### src/rtl/bf_pkg.sv
package bf_pkg;

  typedef enum logic [1:0] {
    PH_IDLE = 2'd0,
    PH_RUN  = 2'd1,
    PH_FIN  = 2'd2
  } phase_t;

  typedef struct packed {
    logic seedLoad;
    logic step;
    logic cfgOpen;
  } ctrlStrobe_t;

endpackage

### src/rtl/bf_ctrl.sv
module bf_ctrl
  import bf_pkg::*;
#(
  parameter int SCAN_LEN  = 5,
  parameter int PAT_COUNT = 6,
  parameter int BIT_W     = 3,
  parameter int PAT_W     = 3
) (
  input  logic             clk,
  input  logic             rstN,
  input  logic             start,
  output ctrlStrobe_t      strobe,
  output logic [BIT_W-1:0] bitCnt,
  output logic [PAT_W-1:0] patCnt,
  output logic             running,
  output logic             finished
);

  localparam logic [BIT_W-1:0] BIT_LAST = BIT_W'(SCAN_LEN - 1);
  localparam logic [PAT_W-1:0] PAT_LAST = PAT_W'(PAT_COUNT - 1);

  phase_t phase;

  always_ff @(posedge clk) begin
    if (!rstN) begin
      phase  <= PH_IDLE;
      bitCnt <= '0;
      patCnt <= '0;
    end else begin
      case (phase)
        PH_RUN: begin
          if (bitCnt == BIT_LAST) begin
            bitCnt <= '0;
            if (patCnt == PAT_LAST) phase <= PH_FIN;
            else patCnt <= patCnt + 1'b1;
          end else begin
            bitCnt <= bitCnt + 1'b1;
          end
        end
        default: begin
          if (start) begin
            phase  <= PH_RUN;
            bitCnt <= '0;
            patCnt <= '0;
          end
        end
      endcase
    end
  end

  always_comb begin
    running         = (phase == PH_RUN);
    finished        = (phase == PH_FIN);
    strobe.step     = running;
    strobe.seedLoad = !running && start;
    strobe.cfgOpen  = !running;
  end

endmodule

### src/rtl/bf_datapath.sv
module bf_datapath
  import bf_pkg::*;
#(
  parameter int              LFSR_W  = 2,
  parameter logic [LFSR_W-1:0] TAPS  = 2'b11,
  parameter logic [LFSR_W-1:0] SEED  = 2'b01,
  parameter int              CUBES   = 4,
  parameter int              BIT_W   = 3,
  parameter int              PAT_W   = 3,
  parameter int              IDX_W   = 2,
  parameter int              MATCH_W = 8
) (
  input  logic               clk,
  input  logic               rstN,
  input  ctrlStrobe_t        strobe,
  input  logic [BIT_W-1:0]   bitCnt,
  input  logic [PAT_W-1:0]   patCnt,
  input  logic               cfgWe,
  input  logic [IDX_W-1:0]   cfgIdx,
  input  logic               cfgOn,
  input  logic [MATCH_W-1:0] cfgMask,
  input  logic [MATCH_W-1:0] cfgValue,
  output logic               scanBit
);

  logic [LFSR_W-1:0]  lfsrQ;
  logic               feedback;
  logic [MATCH_W-1:0] matchVec;
  logic [CUBES-1:0]   hit;
  logic               flip;

  assign feedback = ^(lfsrQ & TAPS);

  always_ff @(posedge clk) begin
    if (!rstN) lfsrQ <= SEED;
    else if (strobe.seedLoad) lfsrQ <= SEED;
    else if (strobe.step) lfsrQ <= {feedback, lfsrQ[LFSR_W-1:1]};
  end

  assign matchVec = {patCnt, bitCnt, lfsrQ};

  for (genvar g = 0; g < CUBES; g++) begin : g_cube
    logic [MATCH_W-1:0] maskQ;
    logic [MATCH_W-1:0] valueQ;
    logic               onQ;
    logic               sel;

    assign sel = cfgWe && strobe.cfgOpen && (cfgIdx == IDX_W'(g));

    always_ff @(posedge clk) begin
      if (!rstN) begin
        maskQ  <= '0;
        valueQ <= '0;
        onQ    <= 1'b0;
      end else if (sel) begin
        maskQ  <= cfgMask;
        valueQ <= cfgValue;
        onQ    <= cfgOn;
      end
    end

    assign hit[g] = onQ && (((matchVec ^ valueQ) & maskQ) == '0);
  end

  assign flip    = |hit;
  assign scanBit = strobe.step & (lfsrQ[0] ^ flip);

endmodule

### src/rtl/bf_pattern_gen.sv
module bf_pattern_gen
  import bf_pkg::*;
#(
  parameter int SCAN_LEN  = 5,
  parameter int PAT_COUNT = 6,
  parameter int LFSR_W    = 2,
  parameter logic [LFSR_W-1:0] TAPS = 2'b11,
  parameter logic [LFSR_W-1:0] SEED = 2'b01,
  parameter int CUBES     = 4,
  localparam int BIT_W    = (SCAN_LEN > 1) ? $clog2(SCAN_LEN) : 1,
  localparam int PAT_W    = (PAT_COUNT > 1) ? $clog2(PAT_COUNT) : 1,
  localparam int IDX_W    = (CUBES > 1) ? $clog2(CUBES) : 1,
  localparam int MATCH_W  = PAT_W + BIT_W + LFSR_W
) (
  input  logic               clk,
  input  logic               rstN,
  input  logic               start,
  input  logic               cfgWe,
  input  logic [IDX_W-1:0]   cfgIdx,
  input  logic               cfgOn,
  input  logic [MATCH_W-1:0] cfgMask,
  input  logic [MATCH_W-1:0] cfgValue,
  output logic               scanOut,
  output logic               scanEn,
  output logic [PAT_W-1:0]   patIdx,
  output logic               done
);

  ctrlStrobe_t      strobe;
  logic [BIT_W-1:0] bitCnt;
  logic [PAT_W-1:0] patCnt;

  bf_ctrl #(
    .SCAN_LEN (SCAN_LEN),
    .PAT_COUNT(PAT_COUNT),
    .BIT_W    (BIT_W),
    .PAT_W    (PAT_W)
  ) u_ctrl (
    .clk     (clk),
    .rstN    (rstN),
    .start   (start),
    .strobe  (strobe),
    .bitCnt  (bitCnt),
    .patCnt  (patCnt),
    .running (scanEn),
    .finished(done)
  );

  bf_datapath #(
    .LFSR_W (LFSR_W),
    .TAPS   (TAPS),
    .SEED   (SEED),
    .CUBES  (CUBES),
    .BIT_W  (BIT_W),
    .PAT_W  (PAT_W),
    .IDX_W  (IDX_W),
    .MATCH_W(MATCH_W)
  ) u_dp (
    .clk     (clk),
    .rstN    (rstN),
    .strobe  (strobe),
    .bitCnt  (bitCnt),
    .patCnt  (patCnt),
    .cfgWe   (cfgWe),
    .cfgIdx  (cfgIdx),
    .cfgOn   (cfgOn),
    .cfgMask (cfgMask),
    .cfgValue(cfgValue),
    .scanBit (scanOut)
  );

  assign patIdx = patCnt;

endmodule

### config.mk
export PLATFORM = sky130hd
export DESIGN_NAME = bf_pattern_gen
export DESIGN_NICKNAME = d
export VERILOG_FILES = /design/src/rtl/bf_pkg.sv /design/src/rtl/bf_ctrl.sv /design/src/rtl/bf_datapath.sv /design/src/rtl/bf_pattern_gen.sv
export SDC_FILE = /design/constraint.sdc
export NUM_CORES = 1
export LEC_CHECK = 0
export ABC_AREA = 0
export ABC_CLOCK_PERIOD_IN_PS = 3750
export BUFFER_PORTS_ARGS = -buffer_cell sky130_fd_sc_hd__buf_2
export CAP_MARGIN = 40
export CORE_MARGIN = 2
export CORE_UTILIZATION = 45
export DETAILED_ROUTE_END_ITERATION = 10
export PLACE_DENSITY_LB_ADDON = 0.05
export SYNTH_ARGS = -nofsm -noshare
export SYNTH_HDL_FRONTEND = slang
export SYNTH_HIERARCHICAL = 1
export SYNTH_SLANG_ARGS = --single-unit
export TNS_END_PERCENT = 1
### constraint.sdc
create_clock -name clk -period 3.75 [get_ports clk]
set_input_delay 0.75 -clock clk [delete_from_list [all_inputs] [get_ports clk]]
set_output_delay 0.75 -clock clk [all_outputs]
set_load 0.05 [all_outputs]
After elaboration in Yosys (flattened, before gate mapping)
Index checks and enable logic that the tools add are counted.
{"block": "classes", "add_sub_neg": 2, "n_eq_ne": 10, "muxes": 10, "bitwise": 11, "reduce_logical": 22}
{"cell": "$and A8 B8 Y8", "n": 4}
{"cell": "$logic_not A8 Y1", "n": 4}
{"cell": "$xor A8 B8 Y8", "n": 4}
{"cell": "$mux W3", "n": 6}
{"cell": "$logic_and A1 B1 Y1", "n": 10}
{"cell": "$mux W2", "n": 4}
{"cell": "$add A3 B1 Y3 const B", "n": 2}
{"cell": "$eq A2 B2 Y1 const B", "n": 3}
{"cell": "$eq A3 B3 Y1 const B", "n": 2}
{"cell": "$reduce_and A3 Y1", "n": 2}
{"cell": "$eq A2 B1 Y1 const B", "n": 2}
{"cell": "$ne A2 B1 Y1 const B", "n": 2}
{"cell": "$reduce_or A4 Y1", "n": 1}
{"cell": "$logic_not A2 Y1", "n": 1}
{"cell": "$ne A2 B2 Y1 const B", "n": 1}
{"cell": "$reduce_bool A2 Y1", "n": 1}
{"cell": "$reduce_or A2 Y1", "n": 1}
{"cell": "$reduce_xor A2 Y1", "n": 1}
{"cell": "$and A1 B1 Y1", "n": 1}
{"cell": "$logic_not A1 Y1", "n": 1}
{"cell": "$not A1 Y1", "n": 1}
{"cell": "$xor A1 B1 Y1", "n": 1}
{"block": "word_totals", "regBits": 78, "elab_cells": 71}

Logic depth before layout (Yosys ltp)
Gate-level depths: netlist (run 1).
{"block": "depth", "ltp_word": 7, "ltp_mapped": 7}

Hierarchy
The synthesis (run 1) kept the hierarchy.
{"module": "bf_datapath", "n_inst": 1, "cells_each": 366, "area_each_um2": 3090.5, "seq_area_each_um2": 1401.3}
{"module": "bf_ctrl", "n_inst": 1, "cells_each": 53, "area_each_um2": 452.9, "seq_area_each_um2": 160.2}

Worst setup path before layout (run 1)
Ideal clock, no wire load.
{"block": "synth_path", "kind": "flip-flop to output port", "startpoint": "register u_ctrl.patCnt[2]", "endpoint": "output port scanOut", "arrival_time_ps": 2433, "t_required_ps": 3000, "slack_ps": 567, "path_stages_with_launch": 7, "n_path_buf": 0, "cell_sequence": "dfxtp_1 xor2_1 a22o_1 a221oi_1 nand4_1 nand4_1 mux2i_1"}
{"block": "synth_between", "elab_chain_len": 7, "word_cells_on_any_way": 19}
{"item": "start, declared", "line_no": "bf_ctrl.sv:14", "text": "output logic [PAT_W-1:0] patCnt,"}
{"item": "start signal, assigned", "line_no": "bf_ctrl.sv:35", "text": "else patCnt <= patCnt + 1'b1;"}
{"item": "$xor A8 B8 Y8", "line_no": "bf_datapath.sv:62", "text": "assign hit[g] = onQ && (((matchVec ^ valueQ) & maskQ) == '0);"}
{"item": "$and A8 B8 Y8", "line_no": "bf_datapath.sv:62"}
{"item": "$logic_not A8 Y1", "line_no": "bf_datapath.sv:62"}
{"item": "$logic_and A1 B1 Y1", "line_no": "bf_datapath.sv:62"}
{"item": "$reduce_or A4 Y1 (*)", "line_no": "bf_datapath.sv:65", "text": "assign flip = |hit;"}
{"item": "$xor A1 B1 Y1 (*)", "line_no": "bf_datapath.sv:66", "text": "assign scanBit = strobe.step & (lfsrQ[0] ^ flip);"}
{"item": "$and A1 B1 Y1 (*)", "line_no": "bf_datapath.sv:66"}
{"item": "end, declared", "line_no": "bf_pattern_gen.sv:23", "text": "output logic scanOut,"}
Mark *: on every way between the ends. The rest lies on a longest branch, timed or not.

Final worst setup path (run 1)
Ends and elaborated chain as after synthesis.

==> run metrics, run 1 <==
most common cell after layout, fill and taps aside nand2_1; Die ar. 8600 sq um; Detailed Route Iter0 Violations ~210; RSZ-0062 raised after global routing no; Placed Area 3750 sq um; GRT overflow 0; post-DP HPWL between 6000 and 7000 um; Tcrit/Tclk final 82.5%; Post-Synthesis Cells 419; Max Slew Vio Count 0; Finished Layout Cells roughly 550; Die Wd approximately 90 um; starting density of the core 46.1%; routability cong. 0.865; 1st-pass router iterations 4; Via density 5.21; WL per Instance 17.9 um; syn_nets 446; largest net degree at the start of global routing 75; CP Cell Sequence xor2_1 -> a22o_1 -> a221oi_1 -> nand4_1 -> nand4_1 -> mux2i_1 -> buf_2; # setup viols final 0; share of cells above drive strength 1 13.1%; main flop type after synthesis dfxtp_1; core area 7690 sq um; DR vias 2847; CP top delay family flip-flops; All-Layer GR Usage 24.1%; endpoint kind of the worst setup timing path output pin; die height 92.7 um; Final Cell Area between 3000 and 4000 sq um; Root Driver clkbuf_8; Reg2Reg Depth 5; maxcap violations 0; clock skew 0.00902 ns; hold path cells 2; CTS tree built; Most common cell on crit path nand4_1; Critical-path top delay cell dfxtp_1; Post-synth EDFFs 0; CP startpoint kind register; # resized after CTS 0; most frequent cells in the layout nand2_1 (146), dfxtp_1 (78), a21boi_0 (53); Netlist cell types 37; number of cells on the critical path 7; Worst slew margin between 40% and 50%; Highest Clock Rate 323 MHz; worst-path maximum fanout 9; placed cells between 500 and 600; LEAKAGE 1.58 nW; total CTS buffers 9; r2r setup slk 1.81 ns; slowest stage delay, CP 0.54 ns; Yosys warnings 6; ANT cells 0; fin crit period 3.09 ns; crit path DAT roughly 2.3 ns; VDD IR-drop max 243 uV; Mapped Area 3540 sq um; vias in the first global route approximately 2900; Yosys reg bits 78; Nets 467; Post-CTS Setup Inserts 0; Final Hold Viols 0; Routed Antenna Nets 0; hold slack between 0.4 and 0.5 ns; Remaining DRCs 0; Reg clk slew, reported paths about 0.080 ns; first-pass GRT wire length 15500 um; Area Growth Syn to Fin 12.4%; Crit Path Category register to output pin; I/O Buffers 28; P per Cell Area 445 nW/um^2; Ports 29; worst skew pair latency 0.34 ns; FFs w/ async S/R, synth 0%; register area share after synthesis between 40% and 50%; number of fill cells 783; H-tree depth 3; status finished clean; hold_buf cts 0; WP buf/inv 1; Avg Cell Area, Syn 8.46 sq um; initial antenna violation count 0; Final Total Pwr around 1.8 mW; FP Rows 32; TNS Setup 0 ns; CP required 3.00 ns; Least-Margin Pin Slew 0.892 ns; Post-Route WL 9760 um; Max Buffers Root-to-Sink 2; Hold Crit Class register to register; # clock sinks 78
-- metal layers --
layer	vias to the layer above	wire length (um)	global-route usage, %
met2	86	4540	39.8
met3	14	618	4.07
met4	0	174	8.70
met1	1314	4420	31.6
li1	1433	-	-
met5	-	0	0
-- flip-flops by register name, indices dropped and copies added (netlist names) --
register and cells:
u_ctrl/patCnt 3, u_ctrl/phase 2, u_dp/g_cube.maskQ 32, u_dp/g_cube.onQ 4, u_dp/lfsrQ 2, u_dp/g_cube.valueQ 32
u_ctrl/bitCnt 3
-- kinds of logic (layout without fill, tap and decap cells) --
| family | Yosys count | after routing | synth area share, % |
|---|---|---|---|
| simple gates | 179 | 179 | 21.8 |
| compound gates | 90 | 90 | 19.4 |
| flops | 78 | 78 | 44.1 |
| xor+xnor | 33 | 33 | 8.16 |
| buf+inv | 30 | 55 | 3.74 |
| mux | 5 | 5 | 1.48 |
| fa+ha+maj | 4 | 4 | 1.41 |
-- cell usage after synthesis (2+ instances only) --
library cell    n  area share [%]
ha_1            4             1.4
xor2_1         33             8.2
nand3_1         5            0.71
a222oi_1        4             1.1
nor2_1          6            0.64
a22o_1          4            0.99
inv_2           2            0.21
buf_2          13             1.8
a211oi_1        2            0.42
inv_1           6            0.64
mux2i_1         3            0.85
clkbuf_1        8            0.85
mux2_2          2            0.64
a21boi_0       53              11
nand2_1       146              15
nor2_2          2            0.35
a21boi_1       15             3.2
a21oi_1         5            0.71
dfxtp_1        78              44
nor3b_1         2            0.42
or3_1           2            0.35
nand4_1         6             1.1
nand2b_1        2            0.35
a221oi_1        3            0.74
-- worst paths after layout --
kind	start	to
max	u_ctrl/patCnt[2]$_SDFFE_PN0P_	scanOut
min	u_dp/g_cube[1].maskQ[5]$_SDFFE_PN0P_	u_dp/g_cube[1].maskQ[5]$_SDFFE_PN0P_
max reg2reg	u_ctrl/phase[0]$_SDFFE_PN0P_	u_dp/g_cube[1].valueQ[3]$_SDFFE_PN0P_
min reg2reg	u_dp/g_cube[1].maskQ[5]$_SDFFE_PN0P_	u_dp/g_cube[1].maskQ[5]$_SDFFE_PN0P_
-- final cells by class --
class | count | area, sq um | share of cell area [%]
Inverter | 8 | 30.0 | 0.754
Sequential cell | 78 | 1560 | 39.2
Clock inverter | 4 | 95.1 | 2.39
Clock buffer | 11 | 141 | 3.55
Multi-Input combinational cell | 311 | 1850 | 46.4
Tap cell | 102 | 128 | 3.20
Timing Repair Buffer | 32 | 178 | 4.46
-- tightest hold or removal path, cell delays in order, from the launching register on --
cell and delay (ns):
dfxtp_1 0.32, nand2_1 0.05, a21boi_1 0.05
-- metrics by stage --
step                setup WS (ns)  utilization (%)
CTS                         0.655             51.8
global route                0.446             51.8
global placement             1.04             48.4
floorplan                   0.567                -
detailed placement           1.05             48.7
finish                      0.657             51.8
-- report_power, final --
| part | total, mW | switching [mW] | internal (mW) |
|---|---|---|---|
| Sequential | 0.875 | 0.0231 | 0.851 |
| Clock | 0.754 | 0.297 | 0.456 |
| Combinational | 0.143 | 0.0907 | 0.0526 |
| Total | 1.77 | 0.411 | 1.36 |
(Power assumes the default switching activity.)
==> run 2, diff against run 1 <==
--- a/config.mk
+++ b/config.mk
@@ -6,7 +6,7 @@
 export NUM_CORES = 1
 export LEC_CHECK = 0
 export ABC_AREA = 0
-export ABC_CLOCK_PERIOD_IN_PS = 3750
+export ABC_CLOCK_PERIOD_IN_PS = 3200
 export BUFFER_PORTS_ARGS = -buffer_cell sky130_fd_sc_hd__buf_2
 export CAP_MARGIN = 40
 export CORE_MARGIN = 2
==> constraint.sdc (replaced) <==
create_clock -name clk -period 3.2 [get_ports clk]
set_input_delay 0.64 -clock clk [delete_from_list [all_inputs] [get_ports clk]]
set_output_delay 0.64 -clock clk [all_outputs]
set_load 0.05 [all_outputs]
==> run 2 against run 1 <==
  * Routed wire length is 0.57% higher
  * Sequential cell count stayed put
  * Sequential power is 17% higher
  * Global-route usage is 0.61 points higher
  * Register-to-register slack worse by 0.51 ns
  * Via count is 1.3% higher
  * Worst setup slack worse by 0.49 ns
  * Combinational power is 21% higher
  * Die area stayed put
  * Sequential share of layout area is 0.26 points lower
  * Clock skew is 0.0030 ns lower
  * Highest routed layer unchanged
==> run metrics, run 2 (synthesis gave the netlist of run 1 again) <==
initial antenna violation count 0 (unchanged); Most common cell on crit path nand4_1; WL per Instance 17.8 um (-0.16%); Routed Antenna Nets 0 (unchanged); Max Slew Vio Count 0 (unchanged); CP required 2.56 ns (-0.44 ns); worst skew pair latency 0.35 ns (about the same); crit path launch u_ctrl/patCnt[2]$_SDFFE_PN0P_; Via density 5.24 (+0.56%); # clock sinks 78 (unchanged); core area 7690 sq um (unchanged); CTS tree built; hold path cells 2 (unchanged); DR vias 2884 (+1.3%); H-tree depth 3 (unchanged); ANT cells 0 (unchanged); P per Cell Area 509 nW/um^2 (+14%); Placed Area 3780 sq um (+0.90%); largest net degree at the start of global routing 44 (-41%); Worst slew margin 40.6% (+0.057 points); Final Hold Viols 0 (unchanged); most common cell after layout, fill and taps aside nand2_1; Tcrit/Tclk final 94.7%; LEAKAGE 1.59 nW (+0.77%); Crit Path Category register to output pin; Multi-input gate area 1850 sq um (unchanged); CP Cell Sequence xor2_1 -> a22o_1 -> a221oi_1 -> nand4_1 -> nand4_1 -> mux2i_1 -> buf_2; Flop pwr share 50.1% (+0.7 points); status finished clean; Hold Crit Class register to register; Die Wd 92.7 um (unchanged); endpoint kind of the worst setup timing path output pin; hold_buf cts 0 (unchanged); Critical-path top delay cell dfxtp_1; number of fill cells 752 (-4.0%); CP startpoint kind register; maxcap violations 0 (unchanged); combinational power share 8.5% (+0.4 points); VDD IR-drop max 325 uV (+34%); end of the worst register-to-register path u_dp/g_cube[1].maskQ[7]$_SDFFE_PN0P_; All-Layer GR Usage 24.7% (+0.61 points); Least-Margin Pin Slew 0.891 ns (-0.000848 ns); Highest Clock Rate 330 MHz; 1st-pass router iterations 4 (unchanged); clock share of power 41.5% (-1.0 points); I/O Buffers 28 (unchanged); Final Total Pwr 2.04 mW (+15%); Remaining DRCs 0 (unchanged); RSZ-0062 raised after global routing no; die height 92.7 um (unchanged); Reg clk slew, reported paths 0.08 ns (about the same); FF/Latch Area 1560 sq um (about the same); # setup viols final 0 (unchanged); Regs by FF count u_dp/g_cube.maskQ x32, u_dp/g_cube.valueQ x32, u_dp/g_cube.onQ x4; fin crit period 3.03 ns; Reg2Reg Depth 5 (unchanged); routability cong. 0.798 (-7.7%); clock skew 0.00604 ns (-0.00299 ns); TNS Setup 0 ns (unchanged); total CTS buffers 9 (unchanged); internal cell power 1.53 mW (+12%); starting density of the core 46.1% (unchanged); crit path DAT 2.39 ns (+0.05 ns); Max Buffers Root-to-Sink 2 (unchanged); Nets 470 (+0.64%); Hold Startpoint u_dp/g_cube[3].maskQ[4]$_SDFFE_PN0P_; post-DP HPWL 6800 um (+1.5%); slowest stage delay, CP 0.53 ns (about the same); r2r setup slk 1.30 ns (-0.51 ns); switching pwr 0.516 mW (+25%); Min-Delay Endpoint u_dp/g_cube[3].maskQ[4]$_SDFFE_PN0P_; sw frac 25.2% (+2.0 points); share of cells above drive strength 1 14.3% (+1.2 points); Root Driver clkbuf_8; most frequent cells in the layout nand2_1 (146), dfxtp_1 (77), a21boi_0 (53); Final Cell Area 4010 sq um (+0.75%); first-pass GRT wire length 15800 um (+1.7%); Worst R2R Start u_ctrl/phase[0]$_SDFFE_PN0P_; Area Growth Syn to Fin 13.2%; Ports 29 (unchanged); vias in the first global route 2844 (-0.63%); FP Rows 32 (unchanged); worst-path maximum fanout 9 (unchanged); Detailed Route Iter0 Violations 146 (-30%); Post-Route WL 9810 um (+0.57%); Die ar. 8600 sq um (unchanged); GRT overflow 0 (unchanged)
run 2: cell count changes in the layout (fill, tap and decap cells not counted), sizes merged:
cell	before	now
buf	32	35
bufinv	3	2
clkinv	1	2
clkinvlp	0	1
inv	8	9
clkbuf	11	10
run 2: area by class of cell:
cell class                 instances  area share (%)
multi-input combinational        311            46.1
timing repair buffer              35            5.27
sequential                        78            38.9
clock inverter                     6            2.34
tap                              102            3.18
clock buffer                      10            3.43
inverter                           8           0.748
run 2: worst max path at each step:
stage | depth (start not counted) | to | slack [ns]
3_3_place_gp | 7 | scanOut | 0.63
4_1_cts | 7 | scanOut | 0.17
6_report | 7 | scanOut | 0.17
5_1_grt | 7 | scanOut | 0.03
3_5_place_dp | 7 | scanOut | 0.57
2_1_floorplan | 6 | scanOut | 0.13
run 2: through the flow:
step / hold slack (ns) / utilization (%) / cells / setup WS [ns]
2_1_floorplan: 0.434 / - / 419 / 0.127
3_3_place_gp: 0.440 / 48.6 / 531 / 0.634
3_5_place_dp: 0.449 / 49.2 / 534 / 0.572
4_1_cts: 0.459 / 52.2 / 550 / 0.172
5_1_grt: 0.483 / 52.2 / 550 / 0.0304
6_report: 0.460 / 52.2 / 550 / 0.169
run 2: power by group through the flow:
stage | registers [mW] | logic (mW) | clock network, mW
finish | 1.02 | 0.173 | 0.847
detailed placement | 1.05 | 0.173 | 0
floorplan | 1.03 | 0.113 | 0
CTS | 1.02 | 0.174 | 0.863
global route | 1.03 | 0.192 | 0.909
global placement | 1.05 | 0.168 | 0
run 2: worst max-delay path: cells and delay by family (launching register included):
kind | cells | cell delay, ns
xor+xnor | 1 | 0.12
simple gates | 2 | 0.27
buf+inv | 1 | 0.31
flops | 1 | 0.53
compound gates | 2 | 0.54
mux | 1 | 0.28
run 2: routing by layer:
layer	vias to the layer above	part of all wire, %	track usage [%]
met5	-	0	0
met2	71	48	40.1
met3	7	5.3	3.58
met1	1363	46	33.7
li1	1443	-	-
met4	0	0.84	8.46
run 2: timing repair:
action                                  4_1_cts  5_1_grt
resized for setup                             0        1
endpoints found under the setup margin        0        1
buffers inserted                              0        0
endpoints found under the hold margin         0        0
==> run 3, diff against run 2 <==
--- a/config.mk
+++ b/config.mk
@@ -5,7 +5,7 @@
 export SDC_FILE = /design/constraint.sdc
 export NUM_CORES = 1
 export LEC_CHECK = 0
-export ABC_AREA = 0
+export ABC_AREA = 1
 export ABC_CLOCK_PERIOD_IN_PS = 3200
 export BUFFER_PORTS_ARGS = -buffer_cell sky130_fd_sc_hd__buf_2
 export CAP_MARGIN = 40
@@ -13,6 +13,7 @@
 export CORE_UTILIZATION = 45
 export DETAILED_ROUTE_END_ITERATION = 10
 export PLACE_DENSITY_LB_ADDON = 0.05
+export SLEW_MARGIN = 20
 export SYNTH_ARGS = -nofsm -noshare
 export SYNTH_HDL_FRONTEND = slang
 export SYNTH_HIERARCHICAL = 1
==> run 3 against run 2 <==
  * Worst hold slack lost 0.0030 ns
  * Area after synthesis is 1.8% higher
  * Via count is 14% higher
==> run metrics, run 3 <==
most common cell after layout, fill and taps aside nor2_1; worst-path maximum fanout 12 (+3); most frequent cells in the layout nor2_1 (117), nand2_1 (89), dfxtp_1 (78); Final Hold Viols 0 (unchanged); TNS Setup 0 ns (unchanged); Critical-path top delay cell dfxtp_1; I/O Buffers 28 (unchanged); ANT cells 0 (unchanged); Yosys warnings 6 (unchanged); Max Slew Vio Count 0 (unchanged); first-pass GRT wire length 16300 um (+3.4%); M1 WL 4690 um (+3.4%); Highest Clock Rate 367 MHz (+11%); # resized after CTS 0 (unchanged); Die Wd 93.5 um (+0.84%); worst skew pair latency 0.35 ns (about the same); Mapped Area 3610 sq um (+1.8%); routed length on met2 4690 um (+0.43%); CP startpoint kind register; RSZ-0062 raised after global routing no; Tcrit/Tclk final 85.1% (-9.7 points); CP Cell Sequence inv_2 -> nand2_1 -> nand3_1 -> o21ai_1 -> nor2_1 -> nand3_2 -> nand2_1 -> o21ai_1 -> nand2_1 -> nor2_1 -> buf_2; clock skew 0.0112 ns (+0.00512 ns); initial antenna violation count 0 (unchanged); DR vias 3290 (+14%); Synth top area share 43.3% (-0.76 points); P per Cell Area 552 nW/um^2 (+8.3%); Avg Cell Area, Syn 6.87 sq um (-19%); share of cells above drive strength 1 13.6% (-0.72 points); VDD IR-drop max 335 uV (+3.1%); # clock sinks 78 (unchanged); maxcap violations 0 (unchanged); starting density of the core 46.7% (+0.57 points); Root Driver clkbuf_8; post-DP HPWL 6930 um (+1.9%); syn_nets 552 (+24%); CTS tree built; WL per Instance 15.2 um (-15%); Regs by FF count u_dp/g_cube.maskQ x32, u_dp/g_cube.valueQ x32, u_dp/g_cube.onQ x4; Die ar. 8750 sq um (+1.7%); most common cell in the netlist nor2_1; fin crit period 2.72 ns (-0.309 ns); Hold Crit Class register to register; final setup margin 0.478 ns (+0.309 ns); main flop type after synthesis dfxtp_1; Via density 5.02 (-4.2%); die height 93.5 um (+0.84%); 1st-pass router iterations 5 (+1); GRT overflow 0 (unchanged); WP buf/inv 2 (+1); largest area contributor in the netlist dfxtp_1; Post-Synthesis Cells 525 (+25%); met3 wire len 465 um (-11%); Remaining DRCs 0 (unchanged); Yosys reg bits 78 (unchanged); CP top delay family flip-flops; LEAKAGE 1.81 nW (+14%); hold slack 0.457 ns (-0.00303 ns); Routed Antenna Nets 0 (unchanged); Post-synth EDFFs 0 (unchanged); # setup viols final 0 (unchanged); H-tree depth 3 (unchanged); Post-CTS Setup Inserts 0 (unchanged); Most common cell on crit path nand2_1; register area share after synthesis 43.3% (-0.76 points); Max Buffers Root-to-Sink 2 (unchanged); hold_buf cts 0 (unchanged); Post-Route WL 9970 um (+1.6%); setup slack at placement 0.850 ns (+0.278 ns); Crit Path Category register to output pin; CP required 2.56 ns (about the same); FP Rows 32 (unchanged); largest net degree at the start of global routing 46 (+4.5%); top post-synthesis cells by area dfxtp_1 (43%), nor2_1 (12%), nand2_1 (9.3%), o21ai_0 (8.5%), nand3_1 (4.7%); core area 7730 sq um (+0.52%); Reg clk slew, reported paths 0.08 ns (about the same); top layer in use met4; Least-Margin Pin Slew 0.736 ns (-0.155 ns); slowest stage delay, CP 0.60 ns (+0.07 ns); All-Layer GR Usage 24.5% (-0.12 points); routability cong. 0.863 (+8.2%); Detailed Route Iter0 Violations 206 (+41%); total CTS buffers 9 (unchanged); crit path DAT 2.08 ns (-0.31 ns); vias in the first global route 3216 (+13%); Final Total Pwr 2.21 mW (+8.3%); FFs w/ async S/R, synth 0% (unchanged); Area Growth Syn to Fin 11.2%; Nets 575 (+22%); Ports 29 (unchanged); most frequent cells after synthesis nor2_1 (117), nand2_1 (89), dfxtp_1 (78); Netlist cell types 25 (-32%); Worst slew margin 50.9% (+10 points); endpoint kind of the worst setup timing path output pin; status finished clean
-- run 3: cell types whose count changed after synthesis, sizes merged, moves of 6 or more --
cell / delta
a21boi: -68
a21oi: +28
inv: +46
nand2: -52
nand3: +31
nand4: -6
nor2: +110
o21ai: +73
xor2: -33
-- run 3: per-stage QoR --
stage	area, sq um	util (%)	std cells
final	4010	51.9	655
after global routing	4010	51.9	655
after CTS	4010	51.9	655
after detailed placement	3770	48.8	639
after global placement	3770	48.8	639
after floorplan	3610	-	525
-- run 3: tightest hold or removal path: stages (launching register included) --
cell and delay (ns):
dfxtp_1 0.30, inv_1 0.06, a21oi_1 0.05
-- run 3: power breakdown --
group / total, mW / internal (mW) / switching (mW)
sequential: 1.07 / 1.02 / 0.0427
combinational: 0.253 / 0.0813 / 0.172
clock: 0.891 / 0.522 / 0.369
-- run 3: kinds of logic after synthesis --
family	after synthesis	synth area share, %
fa+ha+maj	4	1.39
flops	78	43.3
buf+inv	76	9.72
compound gates	107	14.9
simple gates	259	30.5
xor+xnor	1	0.243
-- run 3: worst paths after layout --
kind,endpoint,depth (start not counted),slack [ns],start
setup / recovery,scanOut,11,0.48,u_ctrl/patCnt[0]$_SDFFE_PN0P_
hold / removal,u_dp/g_cube[0].onQ$_SDFFE_PN0P_,2,0.46,u_dp/g_cube[0].onQ$_SDFFE_PN0P_
setup reg to reg,u_dp/g_cube[0].valueQ[0]$_SDFFE_PN0P_,8,1.35,u_ctrl/phase[1]$_SDFFE_PN0P_
hold reg to reg,u_dp/g_cube[0].onQ$_SDFFE_PN0P_,2,0.46,u_dp/g_cube[0].onQ$_SDFFE_PN0P_
-- run 3: metal layers --
metal  vias up  track usage [%]
met2        53             40.8
met3        10             4.43
li1       1714                -
met4         0             7.11
met1      1513             32.5
met5         -                0
-- run 3: cell type report --
cell class	instances	area, sq um
clock buffers	11	131
clock inverters	5	108
fillers	804	3720
inverters	54	203
multi-input cells	371	1690
flip-flops and latches	78	1560
well taps	102	128
repair buffers	34	185
